===== config.mk =====
export PLATFORM = sky130hd
export DESIGN_NAME = smw_write_seq
export DESIGN_NICKNAME = d
export VERILOG_FILES = /design/src/rtl/smw_pkg.sv /design/src/rtl/smw_cfg_sel.sv /design/src/rtl/smw_phase_ctr.sv /design/src/rtl/smw_strobe_gen.sv /design/src/rtl/smw_write_seq.sv
export SDC_FILE = /design/constraint.sdc
export NUM_CORES = 1
export LEC_CHECK = 0
export ABC_AREA = 1
export BUFFER_PORTS_ARGS = -buffer_cell sky130_fd_sc_hd__buf_2
export CAP_MARGIN = 20
export CORE_MARGIN = 10
export CORE_UTILIZATION = 50
export CTS_BUF_LIST = sky130_fd_sc_hd__clkbuf_4
export DETAILED_ROUTE_END_ITERATION = 10
export GPL_TIMING_DRIVEN = 0
export PLACE_DENSITY = 0.9
export SYNTH_ARGS = -nofsm -noshare
export SYNTH_HDL_FRONTEND = slang
export SYNTH_SLANG_ARGS = --single-unit

===== constraint.sdc =====
create_clock -name clk -period 6.09 [get_ports clk]
set_clock_uncertainty 0.05 [all_clocks]
set_input_delay 1.218 -clock clk [delete_from_list [all_inputs] [get_ports clk]]
set_output_delay 1.218 -clock clk [all_outputs]
set_load 0.005 [all_outputs]

===== src/rtl/smw_pkg.sv =====
package smw_pkg;

    // Position of a cycle inside one write access
    typedef enum logic [1:0] {
        PH_IDLE,
        PH_SETUP,
        PH_STROBE,
        PH_HOLD
    } phase_e;

    // Active-high intent for the memory-side strobes of one cycle
    typedef struct packed {
        logic cs;
        logic we;
        logic lane;
        logic done;
    } strobe_s;

    // Phase of cycle index idx for delay dly and wait wt (dly <= wt assumed)
    function automatic phase_e phase_at(input int unsigned idx,
                                        input int unsigned dly,
                                        input int unsigned wt);
        phase_e ph;
        if (idx < 1 + dly)
            ph = PH_SETUP;
        else if (idx <= 1 + wt)
            ph = PH_STROBE;
        else
            ph = PH_HOLD;
        return ph;
    endfunction

    // Strobe intent for a phase; byte_mode steers the strobe to the lanes
    function automatic strobe_s intent_of(input phase_e ph, input logic byte_mode);
        strobe_s s;
        s.cs   = (ph != PH_IDLE);
        s.we   = (ph == PH_STROBE) && !byte_mode;
        s.lane = (ph == PH_STROBE) && byte_mode;
        s.done = (ph == PH_HOLD);
        return s;
    endfunction

endpackage


===== src/rtl/smw_cfg_sel.sv =====
module smw_cfg_sel #(
    parameter int NUM_BANKS = 4,
    parameter int CNT_W     = 4,
    parameter int BANK_W    = 2
) (
    input  logic [BANK_W-1:0]          bank,
    input  logic [NUM_BANKS*CNT_W-1:0] dly_flat,
    input  logic [NUM_BANKS*CNT_W-1:0] wait_flat,
    output logic [CNT_W-1:0]           dly_eff,
    output logic [CNT_W-1:0]           wait_sel
);

    logic [CNT_W-1:0] dly_arr  [NUM_BANKS];
    logic [CNT_W-1:0] wait_arr [NUM_BANKS];
    logic [CNT_W-1:0] dly_raw;

    for (genvar b = 0; b < NUM_BANKS; b++) begin : g_unpack
        assign dly_arr[b]  = dly_flat[b*CNT_W +: CNT_W];
        assign wait_arr[b] = wait_flat[b*CNT_W +: CNT_W];
    end

    always_comb begin
        dly_raw  = '0;
        wait_sel = '0;
        for (int b = 0; b < NUM_BANKS; b++) begin
            if (bank == BANK_W'(b)) begin
                dly_raw  = dly_arr[b];
                wait_sel = wait_arr[b];
            end
        end
    end

    // Ordering rule: delay may not exceed wait; clamp otherwise
    assign dly_eff = (dly_raw > wait_sel) ? wait_sel : dly_raw;

endmodule


===== src/rtl/smw_phase_ctr.sv =====
module smw_phase_ctr
    import smw_pkg::*;
#(
    parameter int CNT_W = 4,
    parameter int IDX_W = CNT_W + 2
) (
    input  logic             clk,
    input  logic             rst,
    input  logic             start,
    input  logic [CNT_W-1:0] dly_in,
    input  logic [CNT_W-1:0] wait_in,
    output logic             active,
    output phase_e           phase_nxt
);

    localparam logic [IDX_W-1:0] HOLD_OFS = IDX_W'(2);

    logic [IDX_W-1:0] idx_q, idx_nxt;
    logic [CNT_W-1:0] dly_q, wait_q;
    logic             active_nxt;
    logic [IDX_W-1:0] last_idx;

    assign last_idx = IDX_W'(wait_q) + HOLD_OFS;

    always_comb begin
        idx_nxt    = idx_q;
        active_nxt = active;
        phase_nxt  = PH_IDLE;
        if (!active) begin
            if (start) begin
                idx_nxt    = '0;
                active_nxt = 1'b1;
                phase_nxt  = phase_at(32'd0, 32'(dly_in), 32'(wait_in));
            end
        end else if (idx_q == last_idx) begin
            active_nxt = 1'b0;
            phase_nxt  = PH_IDLE;
        end else begin
            idx_nxt   = idx_q + IDX_W'(1);
            phase_nxt = phase_at(32'(idx_nxt), 32'(dly_q), 32'(wait_q));
        end
    end

    always_ff @(posedge clk) begin
        if (rst) begin
            active <= 1'b0;
            idx_q  <= '0;
            dly_q  <= '0;
            wait_q <= '0;
        end else begin
            active <= active_nxt;
            idx_q  <= idx_nxt;
            if (start && !active) begin
                dly_q  <= dly_in;
                wait_q <= wait_in;
            end
        end
    end

    // the cycle index never runs past the hold cycle
    a_r5_idx_bounded: assert property (@(posedge clk) disable iff (rst)
        active |-> (idx_q <= last_idx));

    // latched delay never exceeds latched wait
    a_r6_dly_clamped: assert property (@(posedge clk) disable iff (rst)
        active |-> (dly_q <= wait_q));

endmodule


===== src/rtl/smw_strobe_gen.sv =====
module smw_strobe_gen
    import smw_pkg::*;
#(
    parameter int NUM_BANKS = 4,
    parameter int BANK_W    = 2,
    parameter int LANES     = 2
) (
    input  logic                 clk,
    input  logic                 rst,
    input  phase_e               phase_nxt,
    input  logic [BANK_W-1:0]    bank_nxt,
    input  logic                 byte_nxt,
    output logic [NUM_BANKS-1:0] cs_n,
    output logic                 we_n,
    output logic [LANES-1:0]     lane_n,
    output logic                 done
);

    strobe_s intent;

    assign intent = intent_of(phase_nxt, byte_nxt);

    for (genvar b = 0; b < NUM_BANKS; b++) begin : g_cs
        always_ff @(posedge clk) begin
            if (rst) cs_n[b] <= 1'b1;
            else     cs_n[b] <= !(intent.cs && (bank_nxt == BANK_W'(b)));
        end
    end

    for (genvar l = 0; l < LANES; l++) begin : g_lane
        always_ff @(posedge clk) begin
            if (rst) lane_n[l] <= 1'b1;
            else     lane_n[l] <= !intent.lane;
        end
    end

    always_ff @(posedge clk) begin
        if (rst) begin
            we_n <= 1'b1;
            done <= 1'b0;
        end else begin
            we_n <= !intent.we;
            done <= intent.done;
        end
    end

endmodule


===== src/rtl/smw_write_seq.sv =====
module smw_write_seq
    import smw_pkg::*;
#(
    parameter int NUM_BANKS = 4,
    parameter int CNT_W     = 4,
    parameter int ADDR_W    = 24,
    parameter int DATA_W    = 16,
    parameter int BANK_W    = (NUM_BANKS > 1) ? $clog2(NUM_BANKS) : 1,
    parameter int LANES     = DATA_W / 8
) (
    input  logic                       clk,
    input  logic                       rst,
    input  logic                       req_valid,
    input  logic [ADDR_W-1:0]          req_addr,
    input  logic [DATA_W-1:0]          req_wdata,
    input  logic [BANK_W-1:0]          req_bank,
    input  logic                       req_byte_mode,
    input  logic [NUM_BANKS*CNT_W-1:0] cfg_wen_dly,
    input  logic [NUM_BANKS*CNT_W-1:0] cfg_wr_wait,
    output logic [NUM_BANKS-1:0]       mem_cs_n,
    output logic [ADDR_W-1:0]          mem_addr,
    output logic [DATA_W-1:0]          mem_dout,
    output logic                       mem_we_n,
    output logic [LANES-1:0]           mem_lane_n,
    output logic                       done
);

    localparam int IDX_W = CNT_W + 2;

    typedef struct packed {
        logic [BANK_W-1:0] bank;
        logic              byte_mode;
    } ctl_s;

    logic             active;
    logic             accept;
    logic [CNT_W-1:0] dly_eff, wait_sel;
    phase_e           phase_nxt;
    ctl_s             ctl_q, ctl_nxt;

    assign accept  = req_valid && !active;
    assign ctl_nxt = accept ? ctl_s'{bank: req_bank, byte_mode: req_byte_mode} : ctl_q;

    smw_cfg_sel #(
        .NUM_BANKS(NUM_BANKS),
        .CNT_W    (CNT_W),
        .BANK_W   (BANK_W)
    ) cfg_i (
        .bank     (req_bank),
        .dly_flat (cfg_wen_dly),
        .wait_flat(cfg_wr_wait),
        .dly_eff  (dly_eff),
        .wait_sel (wait_sel)
    );

    smw_phase_ctr #(
        .CNT_W(CNT_W),
        .IDX_W(IDX_W)
    ) ctr_i (
        .clk      (clk),
        .rst      (rst),
        .start    (accept),
        .dly_in   (dly_eff),
        .wait_in  (wait_sel),
        .active   (active),
        .phase_nxt(phase_nxt)
    );

    smw_strobe_gen #(
        .NUM_BANKS(NUM_BANKS),
        .BANK_W   (BANK_W),
        .LANES    (LANES)
    ) strb_i (
        .clk      (clk),
        .rst      (rst),
        .phase_nxt(phase_nxt),
        .bank_nxt (ctl_nxt.bank),
        .byte_nxt (ctl_nxt.byte_mode),
        .cs_n     (mem_cs_n),
        .we_n     (mem_we_n),
        .lane_n   (mem_lane_n),
        .done     (done)
    );

    always_ff @(posedge clk) begin
        if (rst) begin
            ctl_q    <= '0;
            mem_addr <= '0;
            mem_dout <= '0;
        end else if (accept) begin
            ctl_q    <= ctl_nxt;
            mem_addr <= req_addr;
            mem_dout <= req_wdata;
        end
    end

    // at most one chip select low
    a_r2_cs_onehot: assert property (@(posedge clk) disable iff (rst)
        $onehot0(~mem_cs_n));

    // no strobe in the first chip-select cycle
    a_r3_no_strobe_at_start: assert property (@(posedge clk) disable iff (rst)
        (!(&mem_cs_n) && $past(&mem_cs_n)) |-> (mem_we_n && (&mem_lane_n)));

    // a strobe only occurs while a chip select is low
    a_r4_strobe_inside_cs: assert property (@(posedge clk) disable iff (rst)
        (!mem_we_n || !(&mem_lane_n)) |-> !(&mem_cs_n));

    // write strobe and lane strobes never both active
    a_r7_we_lane_exclusive: assert property (@(posedge clk) disable iff (rst)
        !(!mem_we_n && !(&mem_lane_n)));

    // done lasts one cycle and chip select is released after it
    a_r8_done_single: assert property (@(posedge clk) disable iff (rst)
        done |=> (!done && (&mem_cs_n)));

    // done only during the hold cycle, with no strobe active
    a_r8_done_in_hold: assert property (@(posedge clk) disable iff (rst)
        done |-> (!(&mem_cs_n) && mem_we_n && (&mem_lane_n)));

    // address and data stay put across an access
    a_r9_addr_held: assert property (@(posedge clk) disable iff (rst)
        (!(&mem_cs_n) && $past(!(&mem_cs_n))) |-> ($stable(mem_addr) && $stable(mem_dout)));

endmodule


Yosys cells after proc, flatten, opt, wreduce, memory -nomap -nowiden
Index checks and enable logic that the tools add are counted.
{"block": "word_totals", "ff_bits": 65, "input_bits": 78, "word_cells": 80, "output_inout_bits": 48}
{"block": "classes", "n_eq_ne": 10, "reduce_logical": 21, "add_sub_neg": 6, "n_lt_le_gt_ge": 5, "n_mux": 23}
{"cell": "4-bit two-way mux", "n": 9}
{"cell": "1-bit by 32-bit <= comparator with 1-bit output, first input constant", "n": 1}
{"cell": "6-bit by 32-bit <= comparator with 1-bit output", "n": 1}
{"cell": "1-bit by 32-bit less-than comparator with 1-bit output, first input constant", "n": 1}
{"cell": "6-bit by 32-bit less-than comparator with 1-bit output", "n": 1}
{"cell": "1-bit by 4-bit adder with 5-bit output, first input constant", "n": 4}
{"cell": "6-bit two-way mux", "n": 3}
{"cell": "2-bit == test, second input constant", "n": 6}
{"cell": "2-bit two-way mux", "n": 5}
{"cell": "1-bit logical AND", "n": 8}
{"cell": "1-bit zero test", "n": 8}
{"cell": "6-bit by 1-bit adder with 6-bit output, second input constant", "n": 1}
{"cell": "6-bit == test", "n": 1}
{"cell": "4-bit by 2-bit adder with 5-bit output, second input constant", "n": 1}
{"cell": "1-bit two-way mux", "n": 5}
{"cell": "2-bit by 1-bit == test with 1-bit output, second input constant", "n": 2}
{"cell": "4-bit greater-than comparator", "n": 1}
{"cell": "2-bit zero test", "n": 2}
{"cell": "2-bit nonzero test", "n": 2}
{"cell": "3-bit two-way mux", "n": 1}
{"cell": "2-bit inequality test, second input constant", "n": 1}
{"cell": "2-bit AND reduction", "n": 1}

Logic depth before layout (Yosys ltp)
Gate-level depths: netlist of run 1.
{"block": "depth", "ltp_word": 15, "depth_mapped": 17, "ltp_nobuf": 17}

Hierarchy
Synthesis of run 1 repeated with hierarchy kept, for this count alone.
{"block": "hier_totals", "hier_cells": 554, "area_unflattened_um2": 3653.5}
{"mod": "smw_write_seq", "instances": 1, "seq_area_each_um2": 860.8, "area_each_um2": 1923.1, "cells_each": 286}
{"mod": "smw_phase_ctr", "instances": 1, "seq_area_each_um2": 300.3, "area_each_um2": 1067.3, "cells_each": 157}
{"mod": "smw_cfg_sel", "instances": 1, "seq_area_each_um2": 0.0, "area_each_um2": 440.4, "cells_each": 86}
{"mod": "smw_strobe_gen", "instances": 1, "seq_area_each_um2": 140.1, "area_each_um2": 222.7, "cells_each": 25}

Least setup slack after synthesis of run 1
Ideal clock, no wire load.
{"block": "synth_path", "path_kind": "input-to-reg", "startpoint": "in req_bank[0]", "endpoint": "reg ctr_i.dly_q[3]", "path_slack_ns": 3.327, "t_required_ns": 5.984, "path_stages": 12, "path_buffers": 0, "arrival_time_ns": 2.657, "setup_time_ns": 0.056, "path_cell_list": "nor2_1 nand2_1 nand3_1 nor2_1 ha_1 nand2_1 o21bai_1 a21oi_1 o21ai_0 nand3_1 nand2_1 inv_1"}
{"block": "synth_via", "elab_chain_cells": 7, "elab_cells_between_ends": 14, "classes_between": "order compare: 1; eq/ne: 3; mux: 9; reduce/logical: 1"}
{"item": "from (decl)", "line_no": "smw_write_seq.sv:16", "source": "input logic [BANK_W-1:0] req_bank,"}
{"item": "2-bit zero test", "line_no": "smw_cfg_sel.sv:26", "source": "if (bank == BANK_W'(b)) begin"}
{"item": "4-bit two-way mux (4 in series)", "line_no": "smw_cfg_sel.sv:26"}
{"item": "4-bit greater-than comparator", "line_no": "smw_cfg_sel.sv:34", "source": "assign dly_eff = (dly_raw > wait_sel) ? wait_sel : dly_raw;"}
{"item": "4-bit two-way mux *", "line_no": "smw_cfg_sel.sv:34"}
{"item": "to (signal assigned)", "line_no": "smw_phase_ctr.sv:54", "source": "dly_q <= dly_in;"}
{"item": "to (decl)", "line_no": "smw_phase_ctr.sv:19", "source": "logic [CNT_W-1:0] dly_q, wait_q;"}
Every way passes the cells marked *; elsewhere a longest branch is shown, timed or not.
A chain may end at the register's enable or synchronous reset.

Worst setup path in the final report of run 1
{"block": "layout_path", "startpoint": "in req_bank[1]", "endpoint": "reg ctr_i.dly_q[3]"}
Same word-level chain as after synthesis.

==> results of run 1 <==
## area by class of cell
class | count | area, µm² | share of cell area [%]
multi-input cells | 320 | 1600 | 39.8
flip-flops and latches | 65 | 1300 | 32.5
repair buffers | 124 | 621 | 15.5
inverters | 36 | 138 | 3.43
plain buffers | 19 | 95.1 | 2.37
well taps | 75 | 93.8 | 2.34
clock inverters | 6 | 90.1 | 2.25
clock buffers | 10 | 75.1 | 1.87
## worst min path at each step
stage | endpoint | cells past startpoint | slack (ns)
global route | ctl_q[0] | 2 | 0.49
detailed placement | ctl_q[0] | 2 | 0.44
floorplan | ctl_q[0] | 2 | 0.41
CTS | ctl_q[0] | 2 | 0.46
finish | ctl_q[0] | 2 | 0.46
global placement | mem_addr[15] | 2 | 0.44
## through the flow
step / util, % / setup WS (ns) / instances / instance area, µm²
final: 66.9 / 3.24 / 655 / 4010
after global routing: 66.9 / 3.04 / 655 / 4010
after CTS: 66.9 / 3.30 / 655 / 4010
after detailed placement: 64.2 / 2.88 / 639 / 3840
after global placement: 64.2 / 2.94 / 639 / 3840
after floorplan: - / 3.33 / 440 / 3130
## registers in the layout (all words and copies together) (netlist names), 3 cells and up
register and cells:
ctr_i.idx_q 6, ctr_i.wait_q 4, ctr_i.dly_q 4, ctl_q 3, mem_addr 24, strb_i.cs_n 4
mem_dout 16
## cell usage in the layout, fill, tap and decap left out, types with 9 or more instances in the layout
master / Yosys / final
ha_1: 17 / 17
inv_1: 32 / 32
clkbuf_4: 0 / 10
clkbuf_1: 9 / 9
o21ai_0: 51 / 51
a21oi_1: 15 / 15
nand4_1: 9 / 9
nor2_1: 103 / 103
nand3_1: 28 / 28
buf_2: 7 / 131
nand2_1: 71 / 71
dfxtp_1: 65 / 65
## logic make-up (layout without fill, tap and decap cells)
logic type      after synthesis  count (layout)
fa+ha+maj                    17              17
compound gates               76              76
buf+inv                      55             195
simple gates                221             221
flops                        65              65
xor+xnor                      6               6
## Yosys cell counts, drive strengths merged
master	instances
nand2	73
inv	36
nand4	9
clkbuf	9
nor2	106
buf	10
a211oi	1
xnor2	2
or2	1
a21boi	1
xor2	4
nand3b	3
o21bai	1
a21oi	17
ha	17
dfxtp	65
o21ai	56
nand3	29
## layer usage
metal,track usage [%],vias up
met1,20.2,1508
met3,7.82,41
li1,-,1697
met2,32.1,156
met4,8.49,0
met5,0,-
## critical path, stage by stage
cell	delay (ns)
buf_2	0.15
nor2_1	0.30
nand2_1	0.09
nand3_1	0.13
nor2_1	0.07
ha_1	0.30
nand2_1	0.08
o21bai_1	0.17
a21oi_1	0.29
o21ai_0	0.16
nand3_1	0.10
nand2_1	0.05
inv_1	0.04
## power by group through the flow
stage | Combinational, W | Clock [W] | Sequential (W)
3_5_place_dp | 0.000227 | 0 | 0.000488
4_1_cts | 0.000229 | 0.000338 | 0.000480
6_report | 0.000229 | 0.000334 | 0.000480
5_1_grt | 0.000262 | 0.000358 | 0.000484
2_1_floorplan | 0.000135 | 0 | 0.000489
3_3_place_gp | 0.000218 | 0 | 0.000486
==> metrics.csv, run 1 <==
metric;value;unit
status;finished, final reports clean;
Worst Setup Path Type;in -> reg;
sw frac;30.3;%
CTS buffer count;9;
Final Slew Violations;0;
Yosys top cell area share;41.6;%
reg-to-reg startpoint;ctr_i.idx_q[0];
Clock Latency Late Sink;0.42;ns
CTS Root Buffer Type;clkbuf_4;
CORE AREA;5990;µm²
CP Data Required Time;6.40;ns
Post-Syn Instances;440;
area growth from synthesis to layout;28.1;%
DRT iter0 DRCs;220;
FILL cells;480;
WL met1;3.65;mm
VDD IR max;0.000236;V
CTS tree;yes;
first-pass GRT wire length;15.5;mm
Fin Setup TNS;0;ns
post-synth cell types;29;
Compound-Gate Fraction of Synth Area;12.6;%
Synthesis Warnings;0;
CTS Buffer Depth;2;
Synth Area in XOR/XNOR;1.68;%
vias;3402;
combinational share of power;22.0;%
final hold violations;0;
R2R depth;10;
initial antenna violation count;0;
DR WL/cell;14.6;µm
crit path DAT;3.16;ns
largest family of logic cells by synthesized area;simple AND/OR/NAND/NOR gates;
startpoint types;input pin;
CTS clk-pin slew, worst paths;0.10;ns
Seq pwr share;46.0;%
top fanout value on the critical path;6;
grt ovf;0;
Max Cap Viol;0;
top sig layer;met4;
hpwl dp;7.57;mm
reg2reg setup slack;3.95;ns
# setup viols final;0;
Pre-antenna DRT Iters;5;
Adder-Cell Fraction of Synth Area;6.80;%
DIE AREA;9820;µm²
Total Power;0.00104;W
DRC Markers;0;
fmax;351;MHz
syn_nets;535;
relative slew slack;67.1;%
Critical Path Source;req_bank[1];
min-delay worst type;reg -> reg;
wire length on met3;851;µm
Slew @ Worst Pin;0.493;ns
FF-to-FF End;strb_i.done;
simple-gate area share of the yosys netlist;29.9;%
crit path to;ctr_i.dly_q[3];
Core Rows;28;
Leak;2.06;nW
largest net degree at the start of global routing;13;
CTS Sinks;65;
RSZ-0062 raised after global routing;no;
dominant cell type by area after synthesis;dfxtp_1;
Clock power frac;32.0;%
period utilization;46.8;%
met2 wire len;4.70;mm
Vias/cell;5.19;
I/O Pins;126;
die width;99.1;µm
vias in the first global route;3400;
diode count;0;
Synth area leaders;dfxtp_1 42%, nor2_1 12%, nand2_1 8.5%;
H-tree levels;3;
Final ANT Viol Nets;0;
Starting Density;52.2;%
gpl congestion;0.935;
mux cell area share after synthesis;0;%
syn avg cell area;7.11;µm²
CTS resizes;0;
Seq cells post-synth;65;
sequential area share after synthesis;41.6;%
Pint;0.000727;W
height of the die;99.1;µm
P_sw;0.000317;W
nets;670;
hold_sp;ctl_q[0];
hold_buf cts;0;
Final Critical Period;2.85;ns
post-CTS setup buffers;0;
pwr/cell area;260;nW/µm²
gr usage total;18.9;%
Post-Syn Area;3130;µm²
share of cells above drive strength 1;28.1;%
routed wire length;9.59;mm
Crit. End Element;register;
worst hold slack;0.462;ns
port buffer count;124;
No activity file was read; power rests on OpenSTA's default activity.
==> run 2: changes to the inputs <==
CORE_UTILIZATION = 45   (was 50)
PLACE_DENSITY = 0.86   (was 0.9)
clock period = 2.5 ns   (was 6.09 ns; I/O delays follow)
==> run 2 against run 1 <==
Compared with the run above: flip-flop and latch count is the same; design area grew 1.1%; worst setup slack lost 2.9 ns; largest cell class unchanged; highest routed layer unchanged.
==> metrics.csv, run 2 (same netlist as run 1, synthesis figures left out) <==
metric;value;unit;change
pwr/cell area;650;nW/µm²;+150%
DIE AREA;10700;µm²;+8.8%
initial antenna violation count;0;;unchanged
CTS Root Buffer Type;clkbuf_4;;
CTS buffer count;9;;unchanged
Starting Density;46.1;%;-6.2 points
hold_buf cts;0;;unchanged
relative slew slack;68.7;%;+1.6 points
min-delay worst type;in -> reg;;
nets;670;;unchanged
RSZ-0062 raised after global routing;no;;
CTS Sinks;65;;unchanged
final hold violations;0;;unchanged
Vias/cell;4.98;;-4.2%
height of the die;103;µm;+4.3%
VDD IR max;0.000550;V;+130%
post-CTS setup buffers;0;;unchanged
H-tree levels;3;;unchanged
grt ovf;0;;unchanged
design area;4050;µm²;+1.1%
Fin Setup TNS;0;ns;unchanged
R2R depth;10;;unchanged
Max Cap Viol;0;;unchanged
Core Rows;30;;+7.1%
CORE AREA;6790;µm²;+13%
period utilization;84.9;%;
CP peak stage delay;0.30;ns;about the same
share of cells above drive strength 1;27.9;%;-0.17 points
Clock Latency Late Sink;0.41;ns;about the same
crit-path cells;buf_2 -> nor2_1 -> nand2_1 -> nand3_1 -> nor2_1 -> ha_1 -> nand2_1 -> o21bai_1 -> a21oi_1 -> o21ai_0 -> nand3_1 -> nand2_1 -> inv_1;;
vias in the first global route;3314;;-2.5%
most frequent cells in the layout;131 x buf_2, 103 x nor2_1, 71 x nand2_1;;
Crit. End Element;register;;
DR WL/cell;13.8;µm;-5.5%
# setup viols final;0;;unchanged
CTS tree;yes;;
first-pass GRT wire length;15.0;mm;-3.4%
Pre-antenna DRT Iters;6;;+1
Regs by FF count;mem_addr x24, mem_dout x16, ctr_i.idx_q x6;;
fmax;471;MHz;
startpoint types;input pin;;
top fanout value on the critical path;6;;unchanged
hpwl dp;7.36;mm;-2.8%
commonest non-fill, non-tap cell in the layout;buf_2;;
max reg flops;24;;unchanged
reg-to-reg startpoint;ctr_i.idx_q[0];;
Critical Path Most Common Cell;nand2_1;;
dpl cell area;3870;µm²;+0.68%
CP max stage cell;ha_1;;
Final ANT Viol Nets;0;;unchanged
FF-to-FF End;strb_i.done;;
status;finished, final reports clean;;
Critical Path Source;req_bank[1];;
area growth from synthesis to layout;29.5;%;
Final Critical Period;2.12;ns;
I/O Pins;126;;unchanged
CTS clk-pin slew, worst paths;0.12;ns;+0.02 ns
vias;3364;;-1.1%
DRT iter0 DRCs;196;;-11%
CTS resizes;0;;unchanged
gpl congestion;0.895;;-4.3%
routed wire length;9.36;mm;-2.4%
gr usage total;17.7;%;-1.3 points
largest net degree at the start of global routing;13;;unchanged
DRC Markers;0;;unchanged
Worst Setup Path Type;in -> reg;;
FILL cells;627;;+31%
Total Power;0.00264;W;+150%
crit path DAT;2.43;ns;-0.73 ns
reg2reg setup slack;0.39;ns;-3.56 ns
CTS Buffer Depth;2;;unchanged
Slew @ Worst Pin;0.470;ns;-0.0234 ns
Leak;2.07;nW;+0.55%
die width;103;µm;+4.3%
final worst slack;0.378;ns;-2.86 ns
CP Data Required Time;2.81;ns;-3.59 ns
pre-CTS setup slack;0.0501;ns;-2.83 ns
Top reg by flops;mem_addr;;
Final Slew Violations;0;;unchanged
diode count;0;;unchanged
crit path to;ctr_i.dly_q[3];;
port buffer count;124;;unchanged
[run 2: metal layers]
metal	share of wire, %	GRT usage [%]	wire [µm]
met5	0	0	0
met4	2.5	7.70	234
met2	51	30.5	4800
met3	6.3	5.05	589
met1	40	19.9	3730
[run 2: worst min-delay path by stage]
| stage | from | to | cells after the start |
|---|---|---|---|
| finish | req_wdata[13] | mem_dout[13] | 3 |
| floorplan | ctl_q[0] | ctl_q[0] | 2 |
| global route | req_wdata[15] | mem_dout[15] | 3 |
| CTS | req_wdata[13] | mem_dout[13] | 3 |
| global placement | mem_addr[16] | mem_addr[16] | 2 |
| detailed placement | ctr_i.idx_q[5] | ctr_i.idx_q[5] | 2 |
[run 2: layout make-up]
cell class                 count  area (µm²)  share of cell area [%]
inverter                      36         138                    3.40
buffer                        19        95.1                    2.35
multi-input combinational    320        1600                    39.4
clock buffer                   9        67.6                    1.67
tap                           96         120                    2.96
clock inverter                 7         116                    2.87
timing repair buffer         124         621                    15.3
sequential                    65        1300                    32.1
[run 2: power by group]
group	internal, W	leakage [nW]	total, W	switching, W
registers	0.00112	0.537	0.00117	0.0000482
clock network	0.000508	0.0983	0.000911	0.000403
logic	0.000231	1.43	0.000558	0.000327
[run 2: critical path, delay by kind of cell]
family                   cells  cell delay [ns]
buffers and inverters        2             0.20
adder cells (fa/ha/maj)      1             0.30
AND/OR/NAND/NOR              7             0.82
AO/OA/AOI/OAI                3             0.61
[run 2: stage by stage]
stage	utilization [%]	hold WS, ns	cells
6_report	59.7	0.249	676
3_5_place_dp	57.0	0.442	660
5_1_grt	59.7	0.242	676
2_1_floorplan	-	0.415	440
4_1_cts	59.7	0.233	676
3_3_place_gp	57.0	0.437	660
==> run 3: changes to the inputs <==
CORE_UTILIZATION = 50   (was 45)
PLACE_DENSITY = 0.9   (was 0.86)
clock period = 2.1 ns   (was 2.5 ns; I/O delays follow)
==> run 3 against run 2 <==
Compared with the run above: critical path depth up 1; largest power group unchanged; wire length up 5.7%; cell count down 2.7%; sequential share of layout area up 0.077 points; clock power up 6.5%; clock-buffer cell count up 1; register-to-register slack worse by 0.24 ns; first-iteration DRC count up 34%.
==> metrics.csv, run 3 (same netlist as run 1, synthesis figures left out) <==
metric;value;unit;change
CP max stage cell;ha_1;;
final worst slack;0.101;ns;-0.277 ns
Slew @ Worst Pin;0.485;ns;+0.0153 ns
R2R depth;10;;unchanged
CORE AREA;5990;µm²;-12%
status;finished, final reports clean;;
sw frac;30.5;%;+1.0 points
crit-path cells;buf_2 -> nand2_1 -> inv_2 -> nand2_1 -> nand4_1 -> inv_1 -> ha_1 -> nand2_1 -> o21bai_1 -> a21oi_2 -> o21ai_0 -> nand3_1 -> nand2_1 -> inv_1;;
CTS Root Buffer Type;clkbuf_4;;
fmax;500;MHz;
crit path to;ctr_i.dly_q[3];;
Worst Setup Path Type;in -> reg;;
FF-to-FF End;strb_i.we_n;;
area growth from synthesis to layout;30.1;%;
Pint;0.00212;W;+14%
first-pass GRT wire length;15.5;mm;+3.4%
relative slew slack;67.7;%;-1.0 points
routed wire length;9.89;mm;+5.7%
min-delay worst type;in -> reg;;
period utilization;95.2;%;
register area;1310;µm²;+0.67%
Post-Layout Cell Count;658;;-2.7%
pwr/cell area;749;nW/µm²;+15%
diode count;0;;unchanged
top fanout value on the critical path;6;;unchanged
I/O Pins;126;;unchanged
CTS tree;yes;;
CTS buffer count;9;;unchanged
Seq pwr share;45.7;%;+1.4 points
Pre-antenna DRT Iters;5;;-1
reg-to-reg startpoint;ctr_i.idx_q[0];;
Vias/cell;5.33;;+7.2%
DIE AREA;9820;µm²;-8.1%
Top reg by flops;mem_addr;;
Final ANT Viol Nets;0;;unchanged
nets;673;;+0.45%
Critical Path Source;req_bank[1];;
DRC Markers;0;;unchanged
hold_buf cts;0;;unchanged
Fin Setup TNS;0;ns;unchanged
H-tree levels;3;;unchanged
Leak;2.08;nW;+0.43%
CTS clk-pin slew, worst paths;0.12;ns;about the same
commonest non-fill, non-tap cell in the layout;buf_2;;
vias in the first global route;3400;;+2.6%
max reg flops;24;;unchanged
Clock power frac;31.8;%;-2.7 points
CTS Sinks;65;;unchanged
Cells after DPL;639;;-3.2%
CTS Buffer Depth;2;;unchanged
# setup viols final;0;;unchanged
die width;99.1;µm;-4.1%
FILL cells;461;;-26%
worst hold slack;0.159;ns;-0.0901 ns
combinational share of power;22.5;%;+1.3 points
height of the die;99.1;µm;-4.1%
Final Slew Violations;0;;unchanged
vias;3509;;+4.3%
Critical Path Most Common Cell;nand2_1;;
Clock Latency Late Sink;0.42;ns;about the same
pre-CTS setup slack;-0.316;ns;-0.366 ns
gpl congestion;0.935;;+4.5%
reg2reg setup slack;0.15;ns;-0.24 ns
Total Power;0.00305;W;+16%
gr usage total;18.9;%;+1.3 points
grt ovf;0;;unchanged
final hold violations;0;;unchanged
initial antenna violation count;0;;unchanged
largest net degree at the start of global routing;13;;unchanged
Core Rows;28;;-6.7%
hpwl dp;7.57;mm;+2.9%
crit path DAT;2.31;ns;-0.12 ns
Crit. End Element;register;;
DRT iter0 DRCs;263;;+34%
port buffer count;124;;unchanged
Starting Density;52.2;%;+6.2 points
startpoint types;input pin;;
DR WL/cell;15.0;µm;+8.6%
P_sw;0.000931;W;+20%
Max Cap Viol;0;;unchanged
most frequent cells in the layout;131 x buf_2, 102 x nor2_1, 71 x nand2_1;;
share of cells above drive strength 1;30.5;%;+2.6 points
combined area of the multi-input logic cells;1630;µm²;+2.0%
CP peak stage delay;0.28;ns;-0.02 ns
VDD IR max;0.000682;V;+24%
CP Data Required Time;2.41;ns;-0.40 ns
Regs by FF count;mem_addr x24, mem_dout x16, ctr_i.idx_q x6;;
Final Critical Period;2.00;ns;
==> run 3: worst max-delay path: cells and delay by family <==
family          cells  cell delay [ns]
compound gates      3             0.56
fa+ha+maj           1             0.28
buf+inv             4             0.43
simple gates        6             0.61
==> run 3: power groups by stage <==
stage / clock [W] / combinational (W) / sequential, W
floorplan: 0 / 0.000392 / 0.00142
global placement: 0 / 0.000632 / 0.00141
detailed placement: 0 / 0.000658 / 0.00142
CTS: 0.000980 / 0.000663 / 0.00139
global route: 0.00104 / 0.000781 / 0.00141
finish: 0.000970 / 0.000685 / 0.00139
==> run 3: worst min-delay path by stage <==
stage | slack [ns] | from | cells after the start | to
global route | 0.15 | req_addr[8] | 3 | mem_addr[8]
CTS | 0.14 | req_addr[18] | 3 | mem_addr[18]
detailed placement | 0.44 | ctl_q[0] | 2 | ctl_q[0]
floorplan | 0.41 | ctl_q[0] | 2 | ctl_q[0]
global placement | 0.44 | mem_addr[15] | 2 | mem_addr[15]
finish | 0.16 | req_addr[18] | 3 | mem_addr[18]
==> run 3: stage by stage <==
| step | utilization [%] | area, µm² |
|---|---|---|
| global route | 68.0 | 4070 |
| global placement | 64.2 | 3840 |
| detailed placement | 64.2 | 3840 |
| finish | 68.0 | 4070 |
| floorplan | - | 3130 |
| CTS | 67.0 | 4020 |
==> run 3: metal layers <==
metal / track usage (%) / vias up / share of wire [%]
li1: - / 1708 / -
met1: 20.1 / 1559 / 38
met2: 32.2 / 187 / 49
met3: 7.82 / 55 / 9.0
met4: 8.49 / 0 / 4.8
met5: 0 / - / 0
==> run 3: what timing repair did <==
item | CTS | global route
pin swaps | 0 | 3
gates cloned | 0 | 0
gates resized for setup | 1 | 14
buffers inserted | 0 | 3
endpoints found under the setup margin | 1 | 7
==> run 3: area by class of cell <==
type | count | share of cell area (%)
plain buffers | 19 | 2.34
clock inverters | 6 | 2.21
inverters | 36 | 3.38
flip-flops and latches | 65 | 32.2
well taps | 75 | 2.30
repair buffers | 127 | 15.8
multi-input cells | 320 | 40.0
clock buffers | 10 | 1.84
